==> src/rtl/uart_tx_buffered.sv <==
module uart_tx_buffered #(
  parameter int WORD_W = 8
) (
  input  logic              clk,
  input  logic              rst_n,
  input  logic              tx_en,
  input  logic              wr_stb,
  input  logic [WORD_W-1:0] wr_data,
  input  logic              fmt_seven,
  input  logic              par_en,
  input  logic              par_odd,
  input  logic              two_stop,
  input  logic              irq_on_done,
  input  logic              bit_tick,
  output logic              txd,
  output logic              buf_empty,
  output logic              shift_done,
  output logic              tx_irq
);

  localparam int FRAME_W = WORD_W + 4;
  localparam int CNT_W   = $clog2(FRAME_W + 1);

  logic [WORD_W-1:0]  hold_q;
  logic               hold_full_q;
  logic [FRAME_W-1:0] shreg_q;
  logic [CNT_W-1:0]   left_q;
  logic               busy_q;
  logic               done_q;
  logic               irq_q;

  logic [WORD_W-1:0]  data_m;
  logic [CNT_W-1:0]   char_len;
  logic               par_bit;
  logic [FRAME_W-1:0] next_frame;
  logic [CNT_W-1:0]   next_len;
  logic               last_bit;
  logic               take;

  assign data_m   = fmt_seven ? {1'b0, hold_q[WORD_W-2:0]} : hold_q;
  assign char_len = fmt_seven ? CNT_W'(WORD_W - 1) : CNT_W'(WORD_W);
  assign par_bit  = (^data_m) ^ par_odd;

  assign next_frame = ({FRAME_W{1'b1}} << (char_len + CNT_W'(1) + CNT_W'(par_en)))
                    | (FRAME_W'(par_en & par_bit) << (char_len + CNT_W'(1)))
                    | (FRAME_W'(data_m) << 1);
  assign next_len   = char_len + CNT_W'(2) + CNT_W'(par_en) + CNT_W'(two_stop);

  assign last_bit = busy_q && (left_q == CNT_W'(1));
  assign take     = bit_tick && hold_full_q && (!busy_q || last_bit);

  always_ff @(posedge clk or negedge rst_n) begin
    if (!rst_n) begin
      hold_q      <= '0;
      hold_full_q <= 1'b0;
      shreg_q     <= '1;
      left_q      <= '0;
      busy_q      <= 1'b0;
      done_q      <= 1'b1;
      irq_q       <= 1'b0;
    end else if (!tx_en) begin
      hold_full_q <= 1'b0;
      shreg_q     <= '1;
      left_q      <= '0;
      busy_q      <= 1'b0;
      done_q      <= 1'b1;
      irq_q       <= 1'b0;
    end else begin
      irq_q <= 1'b0;
      if (wr_stb && !hold_full_q) begin
        hold_q      <= wr_data;
        hold_full_q <= 1'b1;
      end
      if (take) begin
        shreg_q     <= next_frame;
        left_q      <= next_len;
        busy_q      <= 1'b1;
        hold_full_q <= 1'b0;
        done_q      <= 1'b0;
        irq_q       <= !irq_on_done;
      end else if (bit_tick && last_bit) begin
        shreg_q <= '1;
        left_q  <= '0;
        busy_q  <= 1'b0;
        done_q  <= 1'b1;
        irq_q   <= irq_on_done;
      end else if (bit_tick && busy_q) begin
        shreg_q <= {1'b1, shreg_q[FRAME_W-1:1]};
        left_q  <= left_q - CNT_W'(1);
      end
    end
  end

  assign txd        = shreg_q[0];
  assign buf_empty  = !hold_full_q;
  assign shift_done = done_q;
  assign tx_irq     = irq_q;

  AST_BUF_HOLD: assert property (@(posedge clk) disable iff (!rst_n)
    (!buf_empty && tx_en && !bit_tick) |=> !buf_empty);

  AST_START_ON_MOVE: assert property (@(posedge clk) disable iff (!rst_n)
    (tx_en && $past(tx_en) && $rose(buf_empty)) |-> ($past(bit_tick) && !txd && !shift_done));

  AST_STOP_BEFORE_DONE: assert property (@(posedge clk) disable iff (!rst_n)
    (tx_en && $past(tx_en) && $rose(shift_done)) |-> (txd && $past(txd)));

  AST_IRQ_PULSE: assert property (@(posedge clk) disable iff (!rst_n)
    tx_irq |=> !tx_irq);

  AST_IRQ_SOURCE: assert property (@(posedge clk) disable iff (!rst_n)
    tx_irq |-> ($past(irq_on_done) ? $rose(shift_done) : $rose(buf_empty)));

  AST_DISABLE_IDLE: assert property (@(posedge clk) disable iff (!rst_n)
    !tx_en |=> (txd && buf_empty && shift_done && !tx_irq));

endmodule

==> config.mk <==
export PLATFORM = sky130hd
export DESIGN_NAME = uart_tx_buffered
export DESIGN_NICKNAME = d
export VERILOG_FILES = /design/src/rtl/uart_tx_buffered.sv
export SDC_FILE = /design/constraint.sdc
export NUM_CORES = 1
export LEC_CHECK = 0
export BUFFER_PORTS_ARGS = -buffer_cell sky130_fd_sc_hd__buf_2
export CORE_MARGIN = 2
export CORE_UTILIZATION = 42
export CTS_CLUSTER_DIAMETER = 150
export CTS_CLUSTER_SIZE = 8
export DETAILED_ROUTE_END_ITERATION = 7
export GPL_ROUTABILITY_DRIVEN = 0
export GPL_TIMING_DRIVEN = 0
export RECOVER_POWER = 100
export SLEW_MARGIN = 10
export SYNTH_ARGS = -nofsm -noshare
export SYNTH_HDL_FRONTEND = slang
export SYNTH_SLANG_ARGS = --single-unit
==> constraint.sdc <==
create_clock -name clk -period 2.35 [get_ports clk]
set_clock_uncertainty 0.2 [all_clocks]
set_input_delay 0.235 -clock clk [delete_from_list [all_inputs] [get_ports clk]]
set_output_delay 0.235 -clock clk [all_outputs]
set_load 0.1 [all_outputs]
## After elaboration in Yosys (flattened, before gate mapping)

Cells that the tools add are included.

- Add/sub/neg operators: 6
- $mul: 0
- Div/mod/pow operators: 0
- $lt $le $gt $ge: 0
- Eq/ne operators: 4
- Shift-type cells: 2
- Mux-type cells: 22
- Bitwise gates (word level): 4
- Reduce and logical (&&, ||, !) cells: 12

Operators by type and width:

| cell | count |
|---|---|
| two-way mux 12 bit | 4 |
| two-way mux 4 bit | 5 |
| adder 4 x 1 -> 4 bit | 3 |
| two-way mux 1 bit | 12 |
| bitwise OR 12 bit | 1 |
| bitwise OR 12 x 9 -> 12 bit | 1 |
| << shifter 1 x 4 -> 12 bit | 1 |
| << shifter 12 x 4 -> 12 bit, first input constant | 1 |
| two-way mux 8 bit | 1 |
| XOR reduction 8 bit | 1 |
| logical AND 1 bit | 6 |
| != test 3 x 1 -> 1 bit, second input constant | 2 |
| adder 4 x 1 -> 4 bit, second input constant | 1 |
| adder 4 x 2 -> 4 bit, second input constant | 1 |
| equality test 4 x 1 -> 1 bit, second input constant | 1 |
| != test 4 x 1 -> 1 bit, second input constant | 1 |
| subtractor 4 x 1 -> 4 bit, second input constant | 1 |
| logical NOT 1 bit | 3 |
| AND reduction 2 bit | 1 |
| bitwise AND 1 bit | 1 |
| logical OR 1 bit | 1 |
| XOR 1 bit | 1 |

- Register bits after elaboration: 28
- Latch bits: 0
- Memory bits (writable): 0
- Memory bits (read-only): 0
- Input bits: 18
- Logic and storage cells: 57
- Memories: 0

## Depth between registers and ports, before layout

Gate-level depths: netlist of run 1.

- Depth in word-level cells: 9
- Mapped depth: 8
- Gate-level depth less buffers: 7

## Worst setup path after synthesis of run 1

No wires, ideal clock.

- Path kind: reg-to-reg
- Start point: register hold_full_q
- End point: register hold_q[0]
- Setup time: 0.125 ns
- Arrival time: 1.821 ns
- Slack: 0.204 ns
- Stages on the path, launching flop included: 4
- Path buffers: 0
- Period minus slack after synthesis: 2.146 ns
- Cell sequence: dfrtp_1 -> inv_1 -> nand3_1 -> mux2_2

- Cells in the longest elaborated chain, start to end: 3

RTL lines:

| what | line | RTL |
|---|---|---|
| start, declared | 25 | `logic hold_full_q;` |
| start signal, assigned | 55 | `hold_full_q <= 1'b0;` |
| start signal, assigned | 62 | `hold_full_q <= 1'b0;` |
| start signal, assigned | 72 | `hold_full_q <= 1'b1;` |
| logical NOT 1 bit | - |  |
| named net buf_empty | 16 | `output logic buf_empty,` |
| logical AND 1 bit | 70 | `if (wr_stb && !hold_full_q) begin` |
| AND reduction 2 bit (no source line) | - |  |
| end signal, assigned | 71 | `hold_q <= wr_data;` |
| end, declared | 24 | `logic [WORD_W-1:0] hold_q;` |

The timed path passes the listed nets, and every way through them passes these cells.
A chain may end at the register's enable or synchronous reset.

## Worst setup path in the final report of run 1

- Start point: register hold_full_q
- End point: register shreg_q[5]

- Cells in the longest elaborated chain, start to end: 4
- Elaborated cells between the ends (all ways): 5
- Classes of those cells: eq/ne: 1; mux: 2; reduce/logical: 2

RTL lines:

| what | line | RTL |
|---|---|---|
| logical AND 1 bit (*) (2 in a row) | 50 | `assign take = bit_tick && hold_full_q && (!busy_q \|\| last_bit);` |
| two-way mux 12 bit | 74 | `if (take) begin` |
| two-way mux 12 bit | 61 | `end else if (!tx_en) begin` |
| end signal, assigned | 75 | `shreg_q <= next_frame;` |
| end signal, assigned | 88 | `shreg_q <= {1'b1, shreg_q[FRAME_W-1:1]};` |
| end, declared | 26 | `logic [FRAME_W-1:0] shreg_q;` |

Every way passes the cells marked *; elsewhere a longest branch is shown, timed or not.

==> metrics.md, run 1 <==
| Metric | Value |
|---|---|
| Switch Pwr | `0.374 mW` |
| Total nets after synthesis | `150` |
| Root Buffer | `clkbuf_4` |
| Worst Tran Pin Value | `roughly 1.5 ns` |
| Max Cap Viol | `0` |
| Num rows | `20` |
| Die Wd | `roughly 61 um` |
| Seq cells post-synth | `27` |
| Initial detailed-routing violation count | `56` |
| Die footprint | `0.00374 mm2` |
| Clk_lat worst skew | `approximately 0.32 ns` |
| Count of input and output buffers | `21` |
| WS Path Type | `reg2reg` |
| Final Net Count | `190` |
| Highest clock rate | `approximately 480 MHz` |
| Reg clk slew, reported paths | `approximately 0.14 ns` |
| Setup TNS | `0 ns` |
| Placement Setup Slack | `between 0.15 and 0.2 ns` |
| Routed vias/inst | `just over 5` |
| Number of global-route vias before repair | `between 1000 and 1500` |
| Routed Antenna Nets | `0` |
| Post-Synthesis Cells | `128` |
| Ant. Diodes | `0` |
| Sw Share | `0.322` |
| RSZ-0062 raised after global routing | `no` |
| Area grow syn2layout | `22.7%` |
| Number of CTS-inserted buffers | `3` |
| Crit path max fanout | `10` |
| Layout cells sized above 1 | `0.299` |
| Crit share post-route | `0.884` |
| Worst Path Required | `about 2.4 ns` |
| Pwr/cell area | `a little under 700 mW/mm2` |
| Mapped cell area | `~0.0014 mm2` |
| Routed wire length per instance | `around 14 um` |
| Core Util, Final | `0.547` |
| Post-synth cell types | `35` |
| Tmin final | `just over 2 ns` |
| Crit path DAT | `2.13 ns` |
| Sequential cell area fraction in the yosys report | `0.503` |
| Worst hold margin | `roughly 0.043 ns` |
| CTS tree | `yes` |
| # fillers | `between 200 and 300` |
| Placed inst area | `between 0.0015 and 0.002 mm2` |
| Initial antenna violation count | `0` |
| Die height | `61.2 um` |
| Power Internal | `0.788 mW` |
| Relative slew slack | `0.0261` |
| Sequential Power Share | `0.521` |
| Final Cell Area | `between 0.0015 and 0.002 mm2` |
| DRC | `0` |
| Placed wire-length estimate | `between 1500 and 2000 um` |
| Global route overflow | `0` |
| Hold Vio Cnt, Final | `0` |
| Clk pwr share | `0.169` |
| Gate power share | `0.310` |
| Resized cells post-CTS | `0` |
| First-pass GRT wire length | `4800 um` |
| Gr usage total | `0.172` |
| DR vias | `about 1100` |
| Core area | `a little over 0.003 mm2` |
| Status | `finished clean` |
| Setup Viol. Count Final | `0` |
| LEAKAGE | `around 0.71 nW` |
| Longest Clk Path Bufs | `2` |
| Largest net degree at the start of global routing | `28` |
| I/O pins | `22` |
| Crit end category | `flip-flop` |
| H-tree depth | `1` |
| Ys Warns | `0` |
| Hold Path Class | `in2reg` |
| WL final | `~2900 um` |
| Effective utilization at floorplan | `0.446` |
| Final slew viol count | `0` |
| Startpoint Class | `flip-flop` |
| Worst setup margin | `about 0.27 ns` |
| Pre-antenna DRT Iters | `4` |
| Avg Cell Area, Syn | `between 10 and 15 um2` |
| Max VDD drop | `0.354 mV` |
| Sink Count | `27` |
-- Yosys cell counts --
cell type,count,area [um2]
o2bb2ai_1,1,8.76
mux2_2,8,90.1
a32oi_1,1,8.76
nor2_1,1,3.75
o21ai_2,1,8.76
nand3b_1,1,7.51
a22oi_1,1,7.51
a2bb2oi_1,1,8.76
nand3_1,3,15.0
nand2b_1,4,25.0
o211a_1,1,10.0
nor3_1,3,15.0
nor3b_2,1,12.5
o211ai_1,2,15.0
o311ai_1,1,8.76
dfrtp_1,15,375
xor2_1,1,8.76
nor2b_1,1,6.26
xnor2_1,8,70.1
nand2_1,13,48.8
o221a_2,1,11.3
and2_1,3,18.8
clkbuf_1,1,3.75
buf_2,3,15.0
and3_4,1,11.3
ha_1,3,37.5
buf_4,1,7.51
o21ai_0,10,50.1
o21ai_1,7,35.0
fa_1,1,20.0
o21a_1,2,15.0
o22ai_1,7,43.8
dfstp_2,12,315
a21oi_1,3,15.0
inv_1,5,18.8
-- power groups by stage --
stage | sequential, mW | combinational [mW] | clock (mW)
3_3_place_gp | 0.611 | 0.343 | 0
5_1_grt | 0.617 | 0.407 | 0.225
6_report | 0.605 | 0.360 | 0.196
3_5_place_dp | 0.614 | 0.353 | 0
2_1_floorplan | 0.623 | 0.255 | 0
4_1_cts | 0.605 | 0.369 | 0.212
-- cell usage in the layout (no fill, tap or decap), types with 4 or more instances in the layout --
cell	n
o22ai_1	7
o21ai_0	17
buf_2	18
nand2b_1	4
xnor2_1	8
dfstp_2	12
nand2_1	13
dlygate4sd3_1	11
mux2_2	7
inv_1	5
dfrtp_1	15
clkbuf_1	6
-- kinds of logic after synthesis --
group	synth area share
adders and majority gates	0.0419
DFF	0.503
muxes	0.0656
xor gates and xnor gates	0.0574
AOI/OAI and AO/OA	0.180
and+or+nand+nor	0.119
buffers and inverters	0.0328
-- per-layer routing --
| layer | up-vias | wire [um] | GRT usage | share of wire |
|---|---|---|---|---|
| met3 | 2 | 92 | 0.0189 | 0.032 |
| met2 | 26 | 1450 | 0.278 | 0.51 |
| met1 | 522 | 1320 | 0.247 | 0.46 |
| met4 | 0 | 10 | 0.0466 | 0.0035 |
| li1 | 533 | - | - | - |
| met5 | - | 0 | 0 | 0 |
-- layout make-up --
| type | instances | area [um2] | share of cell area |
|---|---|---|---|
| Multi-Input combinational cell | 91 | 637 | 0.378 |
| Inverter | 5 | 18.8 | 0.0111 |
| Timing Repair Buffer | 35 | 231 | 0.137 |
| Tap cell | 44 | 55.1 | 0.0327 |
| Clock buffer | 4 | 26.3 | 0.0156 |
| Buffer | 5 | 25.0 | 0.0149 |
| Sequential cell | 27 | 691 | 0.410 |
-- timing repair --
item,CTS,global route
endpoints found under the hold margin,25,0
hold buffers,11,0
buffers inserted,0,3
setup endpoints to repair,0,1
-- worst max-delay path, stage by stage, from the launching register on --
cell	delay [ns]
dfrtp_1	0.45
o21ai_2	0.27
and2_1	0.16
clkbuf_1	0.31
clkbuf_1	0.42
nand2_1	0.10
o21ai_0	0.09
-- metrics by stage --
stage,instances,total power [mW]
after floorplan,128,0.878
after global placement,193,0.955
after detailed placement,193,0.967
after CTS,208,1.19
after global routing,211,1.25
final,211,1.16
-- sequential cells by signal, summed over array words and instances (netlist names) --
register     count
left_q           4
shreg_q         11
busy_q           1
hold_q           8
hold_full_q      1
shift_done       1
tx_irq           1
-- worst paths after layout --
path / from / slack, ns / end / cells after the start
worst max register to register: hold_full_q / 0.27 / shreg_q[5] / 6
worst max-delay path: hold_full_q / 0.27 / shreg_q[5] / 6
worst min-delay path: irq_on_done / 0.04 / tx_irq / 3
min in group asynchronous: rst_n / 0.58 / left_q[2] / 2
max in group asynchronous: rst_n / 0.53 / hold_q[7] / 2
worst min register to register: shreg_q[3] / 0.29 / shreg_q[3] / 2
Note: power is estimated with default switching activity, not from simulation.
==> run 2: changes to the inputs <==
--- a/config.mk
+++ b/config.mk
@@ -13,7 +13,7 @@
 export DETAILED_ROUTE_END_ITERATION = 7
 export GPL_ROUTABILITY_DRIVEN = 0
 export GPL_TIMING_DRIVEN = 0
-export RECOVER_POWER = 100
+export HOLD_SLACK_MARGIN = 0.02
 export SLEW_MARGIN = 10
 export SYNTH_ARGS = -nofsm -noshare
 export SYNTH_HDL_FRONTEND = slang
==> metrics.md, run 2 (synthesis gave the netlist of run 1 again) <==
| Metric | Value |
|---|---|
| Status | `finished clean` |
| Hold Path Class | `in2reg` |
| Number of CTS-inserted buffers | `3` |
| Worst Tran Pin Value | `approximately 0.6 ns` |
| Post-route insts no fill | `around 210` |
| Resized cells post-CTS | `0` |
| Reg-to-reg critical path endpoint | `left_q[2]` |
| R2R depth | `8` |
| Gate power share | `0.315` |
| Routed vias/inst | `5.10` |
| Biggest register | `shreg_q` |
| Most frequent cells in the layout | `buf_2, dfrtp_1, nand2_1, dlygate4sd3_1, dfstp_2` |
| Global route overflow | `0` |
| Sw Share | `0.321` |
| Count of input and output buffers | `21` |
| Worst hold margin | `a little under 0.07 ns` |
| Layout cells sized above 1 | `0.327` |
| Routed Antenna Nets | `0` |
| # fillers | `approximately 280` |
| Clk_lat worst skew | `0.32 ns` |
| Placed inst area | `0.00153 mm2` |
| CTS tree | `yes` |
| Die footprint | `~0.0037 mm2` |
| Routed wire length per instance | `~13 um` |
| Pwr/cell area | `around 690 mW/mm2` |
| Largest register FFs | `11` |
| H-tree depth | `1` |
| Max Cap Viol | `0` |
| Effective utilization at floorplan | `0.446` |
| Worst setup margin | `just over 0.3 ns` |
| Hold Vio Cnt, Final | `0` |
| RSZ-0062 raised after global routing | `no` |
| Power Internal | `between 0.7 and 0.8 mW` |
| GR Util met3 | `0.0189` |
| Initial antenna violation count | `0` |
| Placement Setup Slack | `0.175 ns` |
| DRC | `0` |
| Final Net Count | `191` |
| HP Start | `bit_tick` |
| WL final | `around 2800 um` |
| Hold EP | `shreg_q[0]` |
| Ant. Diodes | `0` |
| Crit path max fanout | `10` |
| Met2 Use GR | `0.281` |
| Pre-antenna DRT Iters | `4` |
| Placed cell count | `about 190` |
| Final Cell Area | `0.00170 mm2` |
| Reg clk slew, reported paths | `0.14 ns` |
| Placed wire-length estimate | `1980 um` |
| Core Util, Final | `0.553` |
| DR vias | `1081` |
| Highest clock rate | `490 MHz` |
| Number of global-route vias before repair | `1025` |
| Sequential Power Share | `0.517` |
| Gr busiest metal | `met2` |
| Worst hold stages | `4` |
| Crit end category | `flip-flop` |
| Longest Clk Path Bufs | `2` |
| Tmin final | `around 2.0 ns` |
| Max VDD drop | `roughly 0.35 mV` |
| Setup Viol. Count Final | `0` |
| Die Wd | `slightly above 60 um` |
| Gr usage total | `0.174` |
| Relative slew slack | `0.602` |
| Crit path DAT | `approximately 2 ns` |
| Core area | `slightly above 0.003 mm2` |
| Num rows | `20` |
| Largest registers | `shreg_q: 11 flops, hold_q: 8 flops, left_q: 4 flops` |
| Met1 Resource Use GR | `0.248` |
| Root Buffer | `clkbuf_4` |
| Area grow syn2layout | `24.0%` |
| Sink Count | `27` |
| Clk pwr share | `0.168` |
| Crit share post-route | `0.868` |
| Final slew viol count | `0` |
| Startpoint Class | `flip-flop` |
| Worst Path Required | `approximately 2.4 ns` |
| Most common cell after layout, fill and taps aside | `buf_2` |
| R2r startpoint | `left_q[1]` |
| Largest net degree at the start of global routing | `28` |
| WS Path Type | `reg2reg` |
| Initial detailed-routing violation count | `47` |
| Overall power | `1.17 mW` |
| Die height | `about 61 um` |
| Flop-to-flop setup slack | `0.31 ns` |
| I/O pins | `22` |
| First-pass GRT wire length | `4840 um` |
| Setup TNS | `0 ns` |
| LEAKAGE | `slightly above 0.7 nW` |
| Switch Pwr | `between 0.3 and 0.4 mW` |
## run 2: cell count changes in the layout (fill, tap and decap cells not counted), sizes merged
cell and change:
clkbuf -7, dlygate4sd3 +1, buf +7
## run 2: worst max-delay path by stage
stage                           start        end  slack (ns)  depth (start not counted)
final                       left_q[1]  left_q[2]        0.31                          8
after CTS                   left_q[0]  left_q[2]        0.14                          6
after global placement      left_q[0]  left_q[2]        0.15                          6
after global routing        left_q[1]  left_q[2]        0.12                          8
after detailed placement    left_q[0]  left_q[2]        0.17                          6
after floorplan           hold_full_q  hold_q[0]        0.20                          3
## run 2: cell type report
type / count / area, um2 / share of cell area
inverter: 5 / 18.8 / 0.0110
clock buffer: 4 / 26.3 / 0.0154
timing repair buffer: 36 / 248 / 0.146
tap: 44 / 55.1 / 0.0324
multi-input combinational: 91 / 637 / 0.374
sequential: 27 / 691 / 0.406
buffer: 5 / 26.3 / 0.0154
## run 2: worst max-delay path: stages (launching register included)
cell       delay (ns)
dfrtp_1          0.42
inv_1            0.09
ha_1             0.14
nor3b_2          0.25
and3_4           0.26
nand3b_1         0.13
buf_4            0.19
a2bb2oi_1        0.19
o2bb2ai_1        0.09
## run 2: power groups by stage
| stage | clock, mW | sequential [mW] | combinational, mW |
|---|---|---|---|
| global route | 0.225 | 0.616 | 0.415 |
| global placement | 0 | 0.611 | 0.343 |
| detailed placement | 0 | 0.614 | 0.353 |
| floorplan | 0 | 0.623 | 0.255 |
| finish | 0.196 | 0.605 | 0.368 |
| CTS | 0.212 | 0.605 | 0.370 |
## run 2: timing repair
item,in CTS,in global routing
hold buffers,12,0
setup buffers,0,3
endpoints found under the setup margin,0,1
endpoints found under the hold margin,26,0
## run 2: layer usage
| metal | vias to the layer above | share of wire |
|---|---|---|
| li1 | 534 | - |
| met1 | 526 | 0.46 |
| met2 | 19 | 0.50 |
| met3 | 2 | 0.029 |
| met4 | 0 | 0.0035 |
| met5 | - | 0 |
